--- config.mk ---
export PLATFORM = sky130hd
export DESIGN_NAME = i2c_cmd_master
export DESIGN_NICKNAME = d
export VERILOG_FILES = /design/src/rtl/i2c_cmd_pkg.sv /design/src/rtl/i2c_qtick.sv /design/src/rtl/i2c_bit_engine.sv /design/src/rtl/i2c_cmd_seq.sv /design/src/rtl/i2c_cmd_master.sv
export SDC_FILE = /design/constraint.sdc
export NUM_CORES = 1
export LEC_CHECK = 0
export BUFFER_PORTS_ARGS = -buffer_cell sky130_fd_sc_hd__buf_2
export CORE_MARGIN = 3
export CORE_UTILIZATION = 52
export DETAILED_ROUTE_END_ITERATION = 10
export PLACE_DENSITY = 0.84
export SYNTH_ARGS = -nofsm -noshare
export SYNTH_HDL_FRONTEND = slang
export SYNTH_SLANG_ARGS = --single-unit
--- constraint.sdc ---
create_clock -name clk -period 1.95 [get_ports clk]
set_input_delay 0.0975 -clock clk [delete_from_list [all_inputs] [get_ports clk]]
set_output_delay 0.0975 -clock clk [all_outputs]
set_load 0.01 [all_outputs]
--- src/rtl/i2c_cmd_pkg.sv ---
package i2c_cmd_pkg;

  typedef enum logic [2:0] {
    OP_NONE  = 3'd0,
    OP_START = 3'd1,
    OP_SEND  = 3'd2,
    OP_RACK  = 3'd3,
    OP_RECV  = 3'd4,
    OP_TACK  = 3'd5,
    OP_STOP  = 3'd6
  } op_e;

  // Up to three steps per command, plus an optional ack-bit preset
  typedef struct packed {
    op_e  s0;
    op_e  s1;
    op_e  s2;
    logic force_ack;
    logic ack_val;
  } plan_t;

  localparam logic [3:0] CMD_SEND_RACK = 4'hA;

  function automatic plan_t decode_cmd(input logic [3:0] code);
    plan_t p;
    p = '0;
    case (code)
      4'h1: p.s0 = OP_START;
      4'h2: p.s0 = OP_SEND;
      4'h3: p.s0 = OP_RACK;
      4'h4: p.s0 = OP_RECV;
      4'h5: p.s0 = OP_TACK;
      4'h6: p.s0 = OP_STOP;
      4'h9: begin p.s0 = OP_START; p.s1 = OP_SEND; p.s2 = OP_RACK; end
      4'hA: begin p.s0 = OP_SEND;  p.s1 = OP_RACK; end
      4'hB: begin p.s0 = OP_RECV;  p.s1 = OP_TACK; p.force_ack = 1'b1; p.ack_val = 1'b0; end
      4'hC: begin p.s0 = OP_RECV;  p.s1 = OP_TACK; p.force_ack = 1'b1; p.ack_val = 1'b1; end
      default: ;
    endcase
    return p;
  endfunction

endpackage

--- src/rtl/i2c_qtick.sv ---
module i2c_qtick #(
  parameter int PRE_W = 6
) (
  input  logic             clk,
  input  logic             rst_n,
  input  logic             run,
  input  logic [PRE_W-1:0] prescale,
  output logic             tick
);
  localparam int CNT_W = PRE_W + 1;

  logic [CNT_W-1:0] cnt;
  logic [CNT_W-1:0] limit;

  assign limit = {1'b0, prescale} + CNT_W'(1);
  assign tick  = run && (cnt == limit);

  always_ff @(posedge clk or negedge rst_n) begin
    if (!rst_n)            cnt <= '0;
    else if (!run || tick) cnt <= '0;
    else                   cnt <= cnt + CNT_W'(1);
  end


  tick_gap_chk: assert property (@(posedge clk) disable iff (!rst_n)
    tick |=> !tick);

endmodule

--- src/rtl/i2c_bit_engine.sv ---
module i2c_bit_engine import i2c_cmd_pkg::*; #(
  parameter int DW = 8
) (
  input  logic          clk,
  input  logic          rst_n,
  input  logic          go,
  input  op_e           go_op,
  input  logic [DW-1:0] tx_byte,
  input  logic          ack_bit,
  input  logic          sda_in,
  input  logic          tick,
  output logic          active,
  output logic          op_done,
  output logic [DW-1:0] rx_sh,
  output logic          scl_oe,
  output logic          sda_oe
);
  localparam int BC_W = $clog2(DW);

  op_e            kind;
  logic [1:0]     q;
  logic [BC_W-1:0] bitc;
  logic [DW-1:0]  tx_sh;
  logic           last_bit, scl_w, sda_w, is_data;

  assign is_data  = (kind == OP_SEND) || (kind == OP_RECV);
  assign last_bit = is_data ? (bitc == BC_W'(DW - 1)) : 1'b1;

  // Line enables per quarter; SCL high during quarters 2 and 3 of a bit
  always_comb begin
    scl_w = scl_oe;
    sda_w = sda_oe;
    case (kind)
      OP_START: begin scl_w = (q == 2'd0) || (q == 2'd3); sda_w = q[1];  end
      OP_STOP:  begin scl_w = (q == 2'd0);                sda_w = !q[1]; end
      OP_SEND, OP_TACK: begin
        scl_w = !q[1];
        sda_w = (q == 2'd0) ? sda_oe : !tx_sh[DW-1];
      end
      OP_RECV, OP_RACK: begin scl_w = !q[1]; sda_w = 1'b0; end
      default: ;
    endcase
  end

  always_ff @(posedge clk or negedge rst_n) begin
    if (!rst_n) begin
      active  <= 1'b0;
      op_done <= 1'b0;
      kind    <= OP_NONE;
      q       <= '0;
      bitc    <= '0;
      tx_sh   <= '0;
      rx_sh   <= '0;
      scl_oe  <= 1'b0;
      sda_oe  <= 1'b0;
    end else begin
      op_done <= 1'b0;
      if (go) begin
        active <= 1'b1;
        kind   <= go_op;
        q      <= '0;
        bitc   <= '0;
        tx_sh  <= (go_op == OP_TACK) ? {ack_bit, {(DW-1){1'b0}}} : tx_byte;
      end else if (active) begin
        scl_oe <= scl_w;
        sda_oe <= sda_w;
        if (tick) begin
          if (q == 2'd2 && (kind == OP_RECV || kind == OP_RACK))
            rx_sh <= {rx_sh[DW-2:0], sda_in};
          if (q == 2'd3) begin
            q <= '0;
            if (last_bit) begin
              active  <= 1'b0;
              op_done <= 1'b1;
              if (kind != OP_STOP) scl_oe <= 1'b1;
            end else begin
              bitc  <= bitc + 1'b1;
              tx_sh <= {tx_sh[DW-2:0], 1'b0};
            end
          end else begin
            q <= q + 2'd1;
          end
        end
      end
    end
  end


  data_scl_low_chk: assert property (@(posedge clk) disable iff (!rst_n)
    (!$stable(sda_oe) && (kind == OP_SEND || kind == OP_TACK ||
                          kind == OP_RECV || kind == OP_RACK))
    |-> (scl_oe && $past(scl_oe)));


  cond_only_chk: assert property (@(posedge clk) disable iff (!rst_n)
    (!$stable(sda_oe) && !scl_oe && !$past(scl_oe))
    |-> (kind == OP_START || kind == OP_STOP));


  go_idle_chk: assert property (@(posedge clk) disable iff (!rst_n)
    go |-> !active);

endmodule

--- src/rtl/i2c_cmd_seq.sv ---
module i2c_cmd_seq import i2c_cmd_pkg::*; #(
  parameter int DW = 8
) (
  input  logic          clk,
  input  logic          rst_n,
  input  logic          cmd_we,
  input  logic [3:0]    cmd_code,
  input  logic          tx_fire,
  input  logic          auto_send,
  input  logic          ack_we,
  input  logic          ack_wval,
  input  logic          done_clr,
  input  logic          op_done,
  input  logic [DW-1:0] eng_rx,
  output logic          go,
  output op_e           go_op,
  output logic          running,
  output logic          busy,
  output logic          done,
  output logic          ack_in,
  output logic          ack_out,
  output logic [DW-1:0] rx_data
);
  plan_t      cmd_plan, launch_plan, run_plan;
  logic [1:0] idx;
  logic       pend, cmd_ok, launch, finish;
  op_e        cur_op, nxt_op;

  assign cmd_plan    = decode_cmd(cmd_code);
  assign cmd_ok      = cmd_we && (cmd_plan.s0 != OP_NONE);
  assign launch_plan = cmd_ok ? cmd_plan : decode_cmd(CMD_SEND_RACK);
  assign launch      = !running && (cmd_ok || (tx_fire && auto_send));

  always_comb begin
    case (idx)
      2'd0:    begin cur_op = run_plan.s0; nxt_op = run_plan.s1; end
      2'd1:    begin cur_op = run_plan.s1; nxt_op = run_plan.s2; end
      default: begin cur_op = run_plan.s2; nxt_op = OP_NONE;     end
    endcase
  end

  assign go     = running && pend;
  assign go_op  = cur_op;
  assign finish = op_done && (nxt_op == OP_NONE);

  always_ff @(posedge clk or negedge rst_n) begin
    if (!rst_n) begin
      run_plan <= '0;
      idx      <= '0;
      pend     <= 1'b0;
      running  <= 1'b0;
      busy     <= 1'b0;
      done     <= 1'b0;
      ack_in   <= 1'b0;
      ack_out  <= 1'b0;
      rx_data  <= '0;
    end else begin
      if (ack_we) ack_out <= ack_wval;
      if (launch) begin
        run_plan <= launch_plan;
        idx      <= '0;
        pend     <= 1'b1;
        running  <= 1'b1;
        if (launch_plan.force_ack) ack_out <= launch_plan.ack_val;
      end
      if (go) pend <= 1'b0;
      if (done_clr) done <= 1'b0;
      if (op_done) begin
        case (cur_op)
          OP_START: busy    <= 1'b1;
          OP_STOP:  busy    <= 1'b0;
          OP_RECV:  rx_data <= eng_rx;
          OP_RACK:  ack_in  <= eng_rx[0];
          default: ;
        endcase
        if (finish) begin
          running <= 1'b0;
          done    <= 1'b1;
        end else begin
          idx  <= idx + 2'd1;
          pend <= 1'b1;
        end
      end
    end
  end


  ignore_busy_chk: assert property (@(posedge clk) disable iff (!rst_n)
    (running && cmd_we && !op_done) |=> (running && idx == $past(idx)));


  done_rise_chk: assert property (@(posedge clk) disable iff (!rst_n)
    $rose(done) |-> ($past(running) && !running));


  busy_fall_chk: assert property (@(posedge clk) disable iff (!rst_n)
    $fell(busy) |-> ($past(op_done) && $past(cur_op) == OP_STOP));


  busy_rise_chk: assert property (@(posedge clk) disable iff (!rst_n)
    $rose(busy) |-> ($past(cur_op) == OP_START));

endmodule

--- src/rtl/i2c_cmd_master.sv ---
module i2c_cmd_master import i2c_cmd_pkg::*; #(
  parameter int PRE_W = 6,
  parameter int DW    = 8
) (
  input  logic             clk,
  input  logic             rst_n,
  input  logic [PRE_W-1:0] prescale,
  input  logic             auto_send,
  input  logic             cmd_we,
  input  logic [3:0]       cmd_code,
  input  logic             tx_valid,
  output logic             tx_ready,
  input  logic [DW-1:0]    tx_data,
  input  logic             ack_we,
  input  logic             ack_wval,
  input  logic             done_clr,
  output logic [DW-1:0]    rx_data,
  output logic             busy,
  output logic             done,
  output logic             ack_in,
  output logic             ack_out,
  output logic             engine_active,
  output logic             scl_oe,
  output logic             sda_oe,
  input  logic             sda_in
);
  logic          tx_fire, go, eng_active, op_done, tick, running;
  op_e           go_op;
  logic [DW-1:0] tx_q, eng_rx;

  assign tx_ready      = !running;
  assign tx_fire       = tx_valid && tx_ready;
  assign engine_active = running;

  always_ff @(posedge clk or negedge rst_n) begin
    if (!rst_n)       tx_q <= '0;
    else if (tx_fire) tx_q <= tx_data;
  end

  i2c_cmd_seq #(.DW(DW)) u_seq (
    .clk(clk), .rst_n(rst_n), .cmd_we(cmd_we), .cmd_code(cmd_code),
    .tx_fire(tx_fire), .auto_send(auto_send), .ack_we(ack_we),
    .ack_wval(ack_wval), .done_clr(done_clr), .op_done(op_done),
    .eng_rx(eng_rx), .go(go), .go_op(go_op), .running(running),
    .busy(busy), .done(done), .ack_in(ack_in), .ack_out(ack_out),
    .rx_data(rx_data)
  );

  i2c_qtick #(.PRE_W(PRE_W)) u_tick (
    .clk(clk), .rst_n(rst_n), .run(eng_active), .prescale(prescale), .tick(tick)
  );

  i2c_bit_engine #(.DW(DW)) u_eng (
    .clk(clk), .rst_n(rst_n), .go(go), .go_op(go_op), .tx_byte(tx_q),
    .ack_bit(ack_out), .sda_in(sda_in), .tick(tick), .active(eng_active),
    .op_done(op_done), .rx_sh(eng_rx), .scl_oe(scl_oe), .sda_oe(sda_oe)
  );

endmodule

==> impl_metrics.csv <==
group,metric,value,unit
timing,post-route-min-period,1.94,ns
critical_path,critPathLaunchType,"flip-flop",
pwr,leakage,2.02,nW
layout,postLayoutCoreUtil,0.677,
yosys,synth_cells,333,
timing,slew-limit-headroom,0.583,
critical_path,critPathMaxFanout,5,
timing,setup_violations,0,
floorplan,start_util,0.545,
grt,grt_use_total,0.207,
yosys,synth_ff_type,"dfrtp_1",
layout,final_common_cell,"dfrtp_1",
critical_path,reg2reg_depth,7,
timing,rsz0062_at_grt,"yes",
timing,hold_viol_final,0,
routing,ant_nets,0,
yosys,synth_cell_type_count,55,
layout,n_antenna_cell,0,
critical_path,critPathArrivalTime,2.20,ns
yosys,ys_seq_area_frac,0.469,
yosys,ys_seq_elements,66,
timing,fmaxAchievable,516,MHz
critical_path,crit_chain,"ha_2, ha_1, or3_4, nor2_2, o2111a_2, clkbuf_16, mux2i_1",
critical_path,cp.required,2.21,ns
critical_path,critical_path_class,"reg2reg",
place,dp_hpwl,5150,microns
routing,drc_errors,0,
place,place_congestion,0.830,
floorplan,dieWidth,88.3,microns
clock_network,clk_pin_slew,0.08,ns
clock_network,clkLatencyLatePin,0.35,ns
clock_network,htreeDepth,3,
layout,postLayoutCellArea,0.00437,sq mm
yosys,yosys_warnings,0,
grt,grt_pass1_vias,2746,
pwr,finalPower,4.09,mW
critical_path,cp_slowest_stage_delay,0.40,ns
pwr,powerDensity,935,mW/mm^2
yosys,syn-num-nets,369,
grt,grt_antenna_before_repair,0,
critical_path,slowest_stage,"dfrtp_1",
clock_network,cts_inserted_buffers,9,
critical_path,cp-end-kind,"flip-flop",
floorplan,die_h,88.3,microns
clock_network,cts_tree,"done",
routing,vias_per_cell,5.72,
grt,grt_pass1_wl,12400,microns
place,dpl_cell_area,0.00395,sq mm
clock_network,clock-sinks,66,
floorplan,core,0.00646,sq mm
critical_path,r2r_slack,0.01,ns
outcome,status,"finished, final reports clean",
floorplan,rows,29,
routing,drtIter0Drc,216,
routing,dr.pass1.iters,5,
layout,nNetsFinal,442,
timing,fin_crit_sh,0.993,
job,cap_violations,0,
layout,area_growth,24.3,%
floorplan,io_pins,43,
routing,wl_per_cell,15.7,microns
routing,via_count,2791,
yosys,synthArstFlopShare,1.00,
layout,final_cell_mix,"65 x dfrtp_1, 43 x buf_2, 31 x nand2_1",
layout,drive_above_1_share,0.336,
grt,grt_start_max_net_pins,34,
yosys,synth.avg_cell_area,10.6,sq um
clock_network,cts_root_buffer,"clkbuf_8",
timing,clock_skew,0.0140,ns
hold_path,min_path_type,"in2reg",
routing,drt_wl_total,7670,microns
floorplan,dieArea,0.00779,sq mm
timing,worst_pin_slew,0.626,ns
place,io_buffers,42,
grt,overflow,0,
clock_network,clock_path_buffers,2,
hold_path,holdPathStages,3,
pwr,vdd_drop_max,0.570,mV
timing,maxSlewViolCount,0,
yosys,netlist_area,0.00352,sq mm
yosys,synth_edf_count,0,
==> final timing paths <==
check / from / end
setup / recovery: u_eng.bitc[0]$_DFFE_PN0P_ / u_eng.tx_sh[7]$_DFFE_PN0P_
min in group asynchronous: rst_n / u_seq.rx_data[7]$_DFFE_PN0P_
max in group asynchronous: rst_n / u_tick.cnt[0]$_DFF_PN0_
hold reg to reg: u_seq.run_plan[8]$_DFFE_PN0P_ / u_seq.run_plan[8]$_DFFE_PN0P_
hold / removal: tx_valid / u_seq.running$_DFF_PN0_
setup reg to reg: u_eng.bitc[0]$_DFFE_PN0P_ / u_eng.tx_sh[7]$_DFFE_PN0P_
==> worst max-delay path, delay by kind of cell (launching register included) <==
family | cells | cell delay (ns)
flops | 1 | 0.40
buf+inv | 1 | 0.17
compound gates | 1 | 0.27
fa+ha+maj | 2 | 0.35
simple gates | 2 | 0.46
mux | 1 | 0.19
==> power by group <==
| part | leakage, nW | total, mW | switching, mW | internal (mW) |
|---|---|---|---|---|
| combinational | 1.09 | 1.21 | 0.596 | 0.610 |
| clock | 0.0891 | 0.998 | 0.540 | 0.458 |
| sequential | 0.839 | 1.89 | 0.269 | 1.62 |
==> cell families (layout without fill, tap and decap cells) <==
kind of cell	Yosys count	in the layout	synth area share
fa+ha+maj	10	10	0.0352
mux	39	39	0.120
buf+inv	32	110	0.0380
flops	66	66	0.469
simple gates	99	99	0.146
compound gates	71	71	0.151
xor+xnor	16	16	0.0398
==> timing repair <==
item                       CTS  global route
pin swaps                    1             2
gates resized for setup      7            16
hold buffers                11             0
buffers inserted             0             2
setup endpoints to repair   14            27
hold endpoints to repair    35             0
cloned                       0             2
==> final cells by class <==
class	instances	area, sq um
fillers	489	2080
multi-input cells	235	1830
flip-flops and latches	66	1650
repair buffers	80	576
clock buffers	9	124
well taps	77	96.3
inverters	14	52.6
clock inverters	7	45.0
==> cell usage after synthesis (all sizes together) (3+ instances only) <==
cell type / instances / share of area
clkbuf: 11 / 0.012
nor3: 11 / 0.016
buf: 7 / 0.011
mux2i: 13 / 0.037
a22o: 3 / 0.0075
xor2: 5 / 0.012
ha: 9 / 0.032
o211ai: 4 / 0.0085
nor3b: 3 / 0.0064
nor2b: 3 / 0.0053
nand3b: 3 / 0.0064
a22oi: 16 / 0.034
o31ai: 3 / 0.0064
o21ai: 14 / 0.020
and3: 3 / 0.0053
xnor2: 11 / 0.027
nand2: 31 / 0.033
mux2: 26 / 0.083
inv: 14 / 0.015
nand2b: 4 / 0.0071
nor2: 18 / 0.020
nand3: 13 / 0.020
a21oi: 9 / 0.013
dfrtp: 66 / 0.47
==> through the flow <==
step / setup TNS (ns) / hold WS [ns] / setup slack [ns] / instances
detailed placement: -1.06 / 0.146 / -0.114 / 457
global placement: 0 / 0.139 / 0.0239 / 457
global route: -0.287 / 0.0868 / -0.0596 / 488
CTS: -0.0228 / 0.0731 / -0.0139 / 484
finish: 0 / 0.0980 / 0.0135 / 488
floorplan: 0 / -0.198 / 0.0278 / 333
==> flip-flops by register name, indices dropped and copies added (netlist names), 3 cells and up <==
| signal | cells |
|---|---|
| tx_q | 8 |
| u_eng.bitc | 3 |
| u_eng.kind | 3 |
| u_eng.rx_sh | 8 |
| u_eng.tx_sh | 8 |
| u_seq.run_plan | 7 |
| u_seq.rx_data | 8 |
| u_tick.cnt | 7 |
==> per-layer routing <==
metal,GRT usage,up-vias,routed length (microns)
met4,0.103,0,192
li1,-,1353,-
met1,0.240,1344,3120
met2,0.349,76,3930
met3,0.0615,18,426
met5,0,-,0
Power figures use the tool's default switching activity.
